--- src/rtl/cfgreg_pkg.sv ---
package cfgreg_pkg;
  localparam int CFG_W = 4;

  typedef struct packed {
    logic we;
    logic ab1;
    logic ab0;
    logic nb;
  } cfg_t;

  typedef enum logic [2:0] {
    PS_IDLE, PS_ADDR, PS_WDUMMY, PS_WDATA, PS_WHOLD, PS_RD, PS_SKIP
  } pst_t;

  function automatic logic pick_bank(cfg_t c, logic pin);
    if (c.nb)  return 1'b0;
    if (c.ab1) return c.ab0;
    return pin;
  endfunction

  function automatic logic [7:0] readback(cfg_t c);
    return {4'b0000, c};
  endfunction
endpackage

--- src/rtl/cfgreg_port.sv ---
module cfgreg_port
  import cfgreg_pkg::*;
#(
  parameter logic [7:0] WR_ADDR = 8'h62,
  parameter logic [7:0] RD_ADDR = 8'h63
) (
  input  logic       clk,
  input  logic       rst_n,
  input  logic       start,
  input  logic       stop,
  input  logic       byte_vld,
  input  logic [7:0] byte_in,
  input  logic       wr_allow,
  output logic       ack,
  output logic       rd_sel,
  output logic       wr_stb,
  output cfg_t       wr_data
);
  pst_t st_q, st_d;
  cfg_t hold_q, hold_d;
  logic ack_d;

  always_comb begin
    st_d   = st_q;
    hold_d = hold_q;
    ack_d  = 1'b0;
    wr_stb = 1'b0;
    if (start) begin
      st_d = PS_ADDR;
    end else if (stop) begin
      wr_stb = (st_q == PS_WHOLD) && wr_allow;
      st_d   = PS_IDLE;
    end else if (byte_vld) begin
      unique case (st_q)
        PS_ADDR: begin
          if (byte_in == WR_ADDR) begin
            st_d = PS_WDUMMY; ack_d = 1'b1;
          end else if (byte_in == RD_ADDR) begin
            st_d = PS_RD; ack_d = 1'b1;
          end else begin
            st_d = PS_SKIP;
          end
        end
        PS_WDUMMY: begin
          st_d = PS_WDATA; ack_d = 1'b1;
        end
        PS_WDATA: begin
          if (wr_allow) begin
            hold_d = cfg_t'(byte_in[CFG_W-1:0]);
            st_d   = PS_WHOLD;
            ack_d  = 1'b1;
          end else begin
            st_d = PS_SKIP;
          end
        end
        default: ;
      endcase
    end
  end

  always_ff @(posedge clk or negedge rst_n) begin
    if (!rst_n) begin
      st_q   <= PS_IDLE;
      hold_q <= '0;
      ack    <= 1'b0;
    end else begin
      st_q   <= st_d;
      hold_q <= hold_d;
      ack    <= ack_d;
    end
  end

  assign rd_sel  = (st_q == PS_RD);
  assign wr_data = hold_q;
endmodule

--- src/rtl/cfgreg_bank_sel.sv ---
module cfgreg_bank_sel
  import cfgreg_pkg::*;
#(
  parameter int         NPORT      = 2,
  parameter int         GATED_PORT = 1,
  parameter logic [7:0] WR_ADDR    = 8'h62,
  parameter logic [7:0] RD_ADDR    = 8'h63,
  parameter logic [3:0] RST_VAL    = 4'h0
) (
  input  logic               clk,
  input  logic               rst_n,
  input  logic [NPORT-1:0]   i2c_start,
  input  logic [NPORT-1:0]   i2c_stop,
  input  logic [NPORT-1:0]   i2c_byte_vld,
  input  logic [8*NPORT-1:0] i2c_byte,
  input  logic               bank_pin,
  output logic [NPORT-1:0]   i2c_ack,
  output logic [NPORT-1:0]   i2c_rd_sel,
  output logic [7:0]         rd_byte,
  output logic               active_bank,
  output logic               gated_wr_en
);
  cfg_t             cfg_q;
  logic [NPORT-1:0] port_stb;
  cfg_t             port_data [NPORT];
  logic             commit_any;
  cfg_t             commit_val;

  for (genvar i = 0; i < NPORT; i++) begin : g_port
    logic allow;
    if (i == GATED_PORT) begin : g_gated
      assign allow = cfg_q.we;
    end else begin : g_free
      assign allow = 1'b1;
    end
    cfgreg_port #(.WR_ADDR(WR_ADDR), .RD_ADDR(RD_ADDR)) u_port (
      .clk      (clk),
      .rst_n    (rst_n),
      .start    (i2c_start[i]),
      .stop     (i2c_stop[i]),
      .byte_vld (i2c_byte_vld[i]),
      .byte_in  (i2c_byte[8*i +: 8]),
      .wr_allow (allow),
      .ack      (i2c_ack[i]),
      .rd_sel   (i2c_rd_sel[i]),
      .wr_stb   (port_stb[i]),
      .wr_data  (port_data[i])
    );
  end

  // lowest index wins: scan downwards so it is assigned last
  always_comb begin
    commit_val = cfg_q;
    for (int i = NPORT - 1; i >= 0; i--) begin
      if (port_stb[i]) commit_val = port_data[i];
    end
  end
  assign commit_any = |port_stb;

  always_ff @(posedge clk or negedge rst_n) begin
    if (!rst_n)          cfg_q <= cfg_t'(RST_VAL);
    else if (commit_any) cfg_q <= commit_val;
  end

  assign rd_byte     = readback(cfg_q);
  assign active_bank = pick_bank(cfg_q, bank_pin);
  assign gated_wr_en = cfg_q.we;
endmodule

--- config.mk ---
export PLATFORM = sky130hd
export DESIGN_NAME = cfgreg_bank_sel
export DESIGN_NICKNAME = d
export VERILOG_FILES = /design/src/rtl/cfgreg_pkg.sv /design/src/rtl/cfgreg_port.sv /design/src/rtl/cfgreg_bank_sel.sv
export SDC_FILE = /design/constraint.sdc
export NUM_CORES = 1
export LEC_CHECK = 0
export ABC_AREA = 1
export BUFFER_PORTS_ARGS = -buffer_cell sky130_fd_sc_hd__buf_2
export CAP_MARGIN = 20
export CELL_PAD_IN_SITES_DETAIL_PLACEMENT = 1
export CELL_PAD_IN_SITES_GLOBAL_PLACEMENT = 2
export CORE_UTILIZATION = 24
export CTS_CLUSTER_SIZE = 8
export DETAILED_ROUTE_END_ITERATION = 12
export PLACE_DENSITY = 0.73
export RECOVER_POWER = 25
export SYNTH_ARGS = -nofsm -noshare
export SYNTH_HDL_FRONTEND = slang
export SYNTH_SLANG_ARGS = --single-unit
--- constraint.sdc ---
create_clock -name clk -period 1.2 [get_ports clk]
set_clock_uncertainty 0.2 [all_clocks]
set_input_delay 0.06 -clock clk [delete_from_list [all_inputs] [get_ports clk]]
set_output_delay 0.06 -clock clk [all_outputs]
set_load 0.005 [all_outputs]
Yosys cells after proc, flatten, opt, wreduce, memory -nomap -nowiden
Index checks and enable logic that the tools add are counted.
W data, S select, Z words.
{"block": "classes", "eq_ne": 14, "bitwise_logic": 4, "n_reduce_logical": 13, "mux": 39}
{"op": "$eq A8 B7 Y1 const B", "count": 4}
{"op": "$mux W3", "count": 8}
{"op": "$mux W1", "count": 22}
{"op": "$pmux W3 S3", "count": 2}
{"op": "$eq A3 B2 Y1 const B", "count": 4}
{"op": "$eq A3 B3 Y1 const B", "count": 4}
{"op": "$reduce_bool A5 Y1", "count": 2}
{"op": "$mux W4", "count": 2}
{"op": "$eq A3 B1 Y1 const B", "count": 2}
{"op": "$mux W2", "count": 3}
{"op": "$reduce_and A2 Y1", "count": 3}
{"op": "$reduce_bool A3 Y1", "count": 2}
{"op": "$reduce_and A5 Y1", "count": 1}
{"op": "$not A1 Y1", "count": 4}
{"op": "$reduce_and A4 Y1", "count": 1}
{"op": "$reduce_or A2 Y1", "count": 2}
{"op": "$pmux W1 S3", "count": 1}
{"op": "$pmux W1 S2", "count": 1}
{"op": "$reduce_bool A2 Y1", "count": 1}
{"op": "$logic_and A1 B1 Y1", "count": 1}
{"block": "totals", "ff_bits": 20, "input_bits": 25}

Logic depth before layout (Yosys ltp)
Gate-level depths: netlist (run 1).
{"block": "depth", "word_depth": 7, "ltp_mapped": 9, "depth_no_buf": 9}

By module
Synthesis (run 1) repeated with hierarchy kept, for this count alone.
{"block": "hier_totals", "hier_cells": 169, "hier_area_um2": 1227.4}
{"mod": "cfgreg_port", "seq_area_each_um2": 200.2, "area_per_inst_um2": 494.2, "instances": 2, "cells_per_inst": 68}
{"mod": "cfgreg_bank_sel", "seq_area_each_um2": 100.1, "area_per_inst_um2": 239.0, "instances": 1, "cells_per_inst": 33}

Worst setup path before layout (run 1)
Ideal clock, no wire load.
{"block": "synth_timing", "path_type": "reg-to-reg", "from": "reg g_port[0].u_port.st_q[0]", "to": "reg cfg_q, in the netlist gated_wr_en", "slack_ps": -73, "path_stages_with_launch": 7, "t_arrival_ps": 956, "path_buffers": 0, "t_required_ps": 884, "path_cell_list": "dfrtp_1 nor2_1 nand4_4 nand2_2 inv_1 nand2_1 nand2_1"}
{"block": "synth_between", "elab_chain_len": 5, "word_cells_on_any_way": 7}
{"element": "from (decl)", "line": "cfgreg_port.sv:19", "source": "pst_t st_q, st_d;"}
{"element": "from (signal assigned)", "line": "cfgreg_port.sv:67", "source": "st_q <= st_d;"}
{"element": "$eq A3 B3 Y1 (*)", "line": "cfgreg_port.sv:31", "source": "wr_stb = (st_q == PS_WHOLD) && wr_allow;"}
{"element": "$mux W1 (*)", "line": "cfgreg_port.sv:30", "source": "end else if (stop) begin"}
{"element": "$mux W1 (*)", "line": "cfgreg_port.sv:28", "source": "if (start) begin"}
{"element": "$reduce_bool A2 Y1 (no line) / $reduce_or A2 Y1 (equally long branches)"}
{"element": "$reduce_and A2 Y1 (no line)"}
{"element": "to (signal assigned)", "line": "cfgreg_bank_sel.sv:61", "source": "if (!rst_n) cfg_q <= cfg_t'(RST_VAL);"}
{"element": "to (signal assigned)", "line": "cfgreg_bank_sel.sv:62", "source": "else if (commit_any) cfg_q <= commit_val;"}
{"element": "to (decl)", "line": "cfgreg_bank_sel.sv:23", "source": "cfg_t cfg_q;"}
Every way passes the cells marked *; elsewhere a longest branch is shown, timed or not.
A chain may end at the register's enable or synchronous reset.

Worst setup path after layout (run 1)
{"block": "layout_timing", "from": "reg g_port[0].u_port.st_q[2]", "to": "out i2c_rd_sel[0]"}
{"block": "layout_between", "elab_chain_len": 1}
{"element": "$eq A3 B3 Y1", "line": "cfgreg_port.sv:73", "source": "assign rd_sel = (st_q == PS_RD);"}
{"element": "to (decl)", "line": "cfgreg_bank_sel.sv:18", "source": "output logic [NPORT-1:0] i2c_rd_sel,"}
No other way between the ends.

==> impl_metrics.csv, run 1 <==
group,metric,value,unit
run_status,outcome,"finished, violations left",
run_status,violations,"setup timing",
global_route,grt_start_max_net_pins,21,
yosys,synth.top_cell.area_share,40.20,%
routing,drc,0,
yosys,yosysWarnings,0,
routing,vias,1271,
sta,finalWorstSetupSlack,-0.1748,ns
sta,fmax,727.4,MHz
pwr,ir_worst_vdd,0.3088,mV
sta,hold_viol,0,
sta,tightest_slew,0.5196,ns
sta,fin_crit,1.375,ns
yosys,syn_avg_cell_area,6.955,um2
yosys,synthDistinctLibCells,19,
sta,rsz0062_at_grt,"yes",
yosys,netlist_area,1245,um2
global_route,grt_pass1_wl,5.616,mm
worst_setup_path,worstSetupStartpointType,"register",
global_route,grtUsageMet1,18.04,%
floorplanning,fp.dieW,74.02,um
clock_tree,cts_tree,"done",
worst_setup_path,cp_max_fo,4,
routing,via_per_inst,4.087,
global_route,grtUsageTotal,13.42,%
clock_tree,path_clk_slew,0.08,ns
final_layout,diodes,0,
sta,maxSlewHeadroom,65.36,%
hold_path,worstHoldPathType,"input port to register",
routing,firstDrtPassIters,4,
pwr,p_per_area,789.9,nW/um2
clock_tree,cts_buffer_depth,2,
worst_setup_path,slowest_delay,0.42,ns
placement,globalplace.congestion,0.7065,
yosys,synth_area_leaders,"dfrtp_1 40%, nand2_1 18%, inv_1 8.4%, buf_4 5.4%, nor2_1 4.2%",
clock_tree,cts.sinks,20,
pwr,p_leak,0.0009779,uW
yosys,ys_ff_latch,20,
flow_run,cap_violations,0,
final_layout,area_growth,56.88,%
global_route,busiest_layer,"met2",
yosys,ys_seq_area_share,40.20,%
global_route,antenna_found_initial,0,
global_route,grt_use_met2,22.32,%
floorplanning,dieHeight,74.02,um
routing,ant_nets,0,
final_layout,drive_gt1_share,40.98,%
clock_tree,cts_htree_levels,1,
final_layout,layout.nets,270,
worst_setup_path,path_class,"register to output port",
floorplanning,start_util,25.68,%
placement,place_ws,-0.1556,ns
floorplanning,io_pins,39,
floorplanning,dieArea,5479,um2
global_route,overflow,0,
global_route,grt_pass1_vias,1261,
sta,fin_crit_sh,114.6,%
worst_setup_path,critPathCaptureType,"output port",
yosys,netlist_instances,179,
routing,drt-wirelength-per-cell,10.94,um
floorplanning,row_count,25,
sta,setup_viol,23,
placement,dp_hpwl,2.407,mm
routing,drt-total-wl,3.401,mm
worst_setup_path,worst_ep_arrival_time,1.11,ns
floorplanning,coreArea,4848,um2
global_route,gr-usage-met3,2.439,%
worst_setup_path,cp_cell_sequence,"inv_2, buf_6, nor3_2, buf_2",
placement,io_buffer_count,34,
sta,slew_viol_final,0,
worst_setup_path,cpMaxStageDelayCell,"dfrtp_2",
sta,holdWs,0.03655,ns
yosys,synth.largest_area_cell,"dfrtp_1",
worst_setup_path,required,0.94,ns
clock_tree,cts_buffers,3,
clock_tree,cts-root-buf,"clkbuf_8",
routing,drtIter0Drc,46,
clock_tree,clk_latency,0.26,ns
[report_power, final]
group / leakage, uW / switching (uW) / internal (uW)
sequential: 0.000263 / 30.9 / 708
combinational: 0.000692 / 183 / 157
clock: 0.0000228 / 228 / 237
total: 0.000978 / 441 / 1100
[kinds of logic (layout without fill, tap and decap cells)]
logic type	count (synthesis)	in the layout	share of synthesized area, %
AND/OR/NAND/NOR	102	103	37.79
buffers and inverters	39	100	14.47
flip-flops	20	20	40.20
multiplexers	1	1	0.8041
other	1	4	0.3012
AO/OA/AOI/OAI	16	16	6.432
[cells in the mapped netlist]
cell type / number
nand3_1: 10
nor3_1: 4
nor2_1: 14
nand3_2: 3
nand2_2: 2
o21ai_0: 5
dfrtp_1: 20
nand3b_1: 1
nor2_2: 5
a21oi_1: 4
nand4_4: 1
buf_4: 9
mux2i_1: 1
nor3_4: 1
o21ai_1: 7
conb_1: 1
nand2_1: 61
inv_1: 28
inv_2: 2
[flip-flops by register name (all words and copies together), names as in the netlist]
register and count:
g_port.u_port.wr_data 8, g_port.u_port.st_q 6, rd_byte 3, g_port.u_port.ack 2, gated_wr_en 1
[final cells by class]
cell class                 count  area, um2
timing repair buffer          66      489.2
clock buffer                   4      45.04
fill                         608       2895
tap                           67      83.83
inverter                      30      117.6
sequential                    20      505.5
multi-input combinational    124      711.9
[critical path: cells and delay by family (launching register included)]
family,cells,cell delay [ns]
AND/OR/NAND/NOR,1,0.13
buffers and inverters,3,0.30
flip-flops,1,0.42
[final timing paths]
kind	slack, ns	to	cells past startpoint	start
setup / recovery	-0.17	i2c_rd_sel[0]	4	g_port[0].u_port.st_q[2]
hold reg to reg	0.30	g_port[1].u_port.wr_data[3]	2	g_port[1].u_port.wr_data[3]
hold / removal	0.04	g_port[1].u_port.st_q[2]	5	i2c_stop[1]
setup reg to reg	-0.17	g_port[0].u_port.wr_data[0]	5	g_port[0].u_port.st_q[2]
min in group asynchronous	0.10	g_port[0].u_port.st_q[1]	2	rst_n
max in group asynchronous	0.32	g_port[1].u_port.st_q[0]	2	rst_n
[stage by stage]
step                      std cells  setup TNS [ns]  instance area, um2  util (%)  total power [uW]
after floorplan                 182         -0.2290                1282         -             884.0
after global placement          283          -1.855                1536     31.69             988.7
after detailed placement        283          -1.905                1536     31.69             991.4
after CTS                       307          -2.423                1847     38.09              1539
after global routing            311          -3.948                1953     40.28              1639
final                           311          -2.325                1953     40.28              1543
[routing by layer]
layer	vias to the layer above	routed length (um)	part of all wire, %
met4	0	23	0.68
li1	671	-	-
met1	577	1730	51
met2	20	1560	46
met3	3	87	2.6
met5	-	0	0
[layout by cell type (no fill, tap or decap), types with 2 or more instances in the layout]
cell type	netlist	layout
nand2_1	61	50
inv_4	0	2
a21oi_1	4	3
dlygate4sd3_1	0	16
nor2_4	0	4
clkbuf_8	0	3
buf_4	9	9
nand3_4	0	3
nand3_1	10	6
nor3_2	0	4
dfrtp_2	0	4
buf_6	0	9
conb_1	1	4
o21ai_1	7	8
o21ai_0	5	4
buf_2	0	31
nor2_1	14	12
inv_2	2	6
dfrtp_1	20	16
nand3_2	3	4
nand2_2	2	12
nor2_2	5	3
inv_1	28	22
[timing repair]
| action | in CTS | in global routing |
|---|---|---|
| setup endpoints to repair | 23 | 26 |
| hold buffers | 16 | 0 |
| pin swaps | 18 | 7 |
| resized for setup | 19 | 23 |
| cloned | 0 | 1 |
| endpoints found under the hold margin | 33 | 0 |
| buffers inserted | 4 | 3 |
Note: power is estimated with default switching activity, not from simulation.
==> run 2, diff against run 1 <==
- CORE_UTILIZATION: 24 -> 25
- CTS_BUF_LIST: unset -> sky130_fd_sc_hd__clkbuf_8
- PLACE_DENSITY: 0.73 -> 0.75
==> impl_metrics.csv, run 2 (same netlist as run 1, synthesis figures left out) <==
group,metric,value,unit
run_status,outcome,"finished, violations left",
run_status,violations,"hold timing, setup timing",
clock_tree,cts-root-buf,"clkbuf_8",
final_layout,diodes,0,
sta,rsz0062_at_grt,"yes",
floorplanning,fp.dieW,72.57,um
worst_setup_path,worstSetupStartpointType,"register",
global_route,grt_start_max_net_pins,21,
routing,top_layer_used,"met4",
worst_setup_path,cp_cell_sequence,"buf_6, buf_4, nand4_4, nand2_4, buf_4, nand2_1, nand2_1",
sta,fin_crit,1.430,ns
floorplanning,dieArea,5266,um2
final_layout,final_common_cell,"nand2_1",
placement,dp_cells,284,
final_layout,area_growth,55.18,%
worst_setup_path,slowest_delay,0.42,ns
sta,setup_tns,-3.085,ns
sta,fin_crit_sh,119.2,%
clock_tree,cts_buffer_depth,2,
worst_setup_path,required,1.15,ns
pwr,p_per_area,799.2,nW/um2
worst_setup_path,timing.rr.start,"g_port[0].u_port.st_q[2]",
routing,drt-wirelength-per-cell,11.18,um
sta,maxSlewHeadroom,65.46,%
floorplanning,row_count,25,
hold_path,worstHoldPathType,"input port to register",
placement,dp_hpwl,2.445,mm
clock_tree,cts_htree_levels,1,
worst_setup_path,path_class,"register to register",
worst_setup_path,critPathLaunch,"g_port[0].u_port.st_q[2]",
placement,placed_area,1544,um2
clock_tree,path_clk_slew,0.08,ns
final_layout,largest_register_ffs,8,
floorplanning,io_pins,39,
floorplanning,start_util,26.18,%
flow_run,cap_violations,0,
placement,io_buffer_count,34,
sta,tightest_slew,0.5180,ns
global_route,antenna_found_initial,0,
clock_tree,cts_buffers,3,
routing,via_per_inst,4.061,
sta,setup_viol,23,
hold_path,worstHoldStart,"i2c_stop[1]",
global_route,grt_pass1_vias,1295,
clock_tree,clk_latency,0.26,ns
clock_tree,cts.sinks,20,
floorplanning,coreArea,4755,um2
placement,globalplace.congestion,0.7149,
routing,vias,1275,
final_layout,finalNonFillerCells,314,
routing,wl_met2,1.706,mm
pwr,p_leak,0.0009988,uW
sta,holdWs,-0.03925,ns
routing,met1_length,1.692,mm
worst_setup_path,cp_max_fo,5,
routing,dr_wl_met3,101,um
pwr,finalPower,1544,uW
clock_tree,cts_tree,"done",
routing,drtIter0Drc,66,
final_layout,final_cell_mix,"52 x nand2_1, 31 x buf_2, 25 x inv_1",
worst_setup_path,critPathCaptureType,"register",
sta,finalWorstSetupSlack,-0.2305,ns
global_route,grtUsageTotal,14.44,%
final_layout,layout.nets,273,
sta,fmax,699.1,MHz
final_layout,drive_gt1_share,38.46,%
sta,slew_viol_final,0,
global_route,overflow,0,
final_layout,fin_area,1932,um2
worst_setup_path,cpMaxStageDelayCell,"dfrtp_2",
global_route,grt_pass1_wl,5.913,mm
routing,drc,0,
routing,firstDrtPassIters,4,
routing,ant_nets,0,
floorplanning,dieHeight,72.57,um
sta,hold_viol,3,
worst_setup_path,worst_ep_arrival_time,1.38,ns
pwr,ir_worst_vdd,0.5006,mV
routing,drt-total-wl,3.510,mm
==> run 2: cell types whose count changed in the layout (fill, tap and decap cells not counted), sizes merged <==
cell	delta
buf	+4
inv	+1
clkbuf	-1
dlygate4sd3	-1
==> run 2: critical path: cells and delay by family, from the launching register on <==
kind | cells | cell delay, ns
buf+inv | 3 | 0.39
simple gates | 4 | 0.30
flops | 1 | 0.42
==> run 2: path summary, 6_finish.rpt <==
path                            cells past startpoint                           to  slack (ns)
worst max-delay path                                7                   rd_byte[0]       -0.23
worst min-delay path                                4     g_port[1].u_port.st_q[2]       -0.04
worst max register to register                      7                   rd_byte[0]       -0.23
worst min register to register                      2  g_port[0].u_port.wr_data[3]        0.30
max in group asynchronous                           2     g_port[0].u_port.st_q[2]        0.32
min in group asynchronous                           2  g_port[0].u_port.wr_data[2]        0.11
==> run 2: routing by layer <==
layer / vias up / global-route usage [%]
met2: 19 / 24.40
met5: - / 0
li1: 676 / -
met4: 0 / 1.961
met1: 578 / 19.50
met3: 2 / 2.917
==> run 2: power by group <==
| group | switching, uW | internal (uW) |
|---|---|---|
| Combinational | 193 | 174 |
| Clock | 220 | 228 |
| Sequential | 23.8 | 706 |
==> run 2: stage by stage <==
step | util [%] | setup slack [ns]
2_1_floorplan | - | -0.03809
3_3_place_gp | 32.47 | -0.1447
3_5_place_dp | 32.47 | -0.1421
4_1_cts | 38.89 | -0.2028
5_1_grt | 40.63 | -0.2773
6_report | 40.63 | -0.2305
==> run 2: area by class of cell <==
type | count | area (um2)
Fill cell | 615 | 2823
Multi-Input combinational cell | 124 | 688.2
Sequential cell | 20 | 501.7
Timing Repair Buffer | 69 | 498.0
Inverter | 30 | 115.1
Tap cell | 67 | 83.83
Clock buffer | 3 | 41.29
Clock inverter | 1 | 3.754
==> run 2: repair_timing <==
action / in CTS / in global routing
pin swaps: 8 / 10
hold buffers: 14 / 1
gates cloned: 1 / 0
hold endpoints to repair: 33 / 2
endpoints found under the setup margin: 23 / 26
gates resized for setup: 13 / 16
setup buffers: 7 / 3
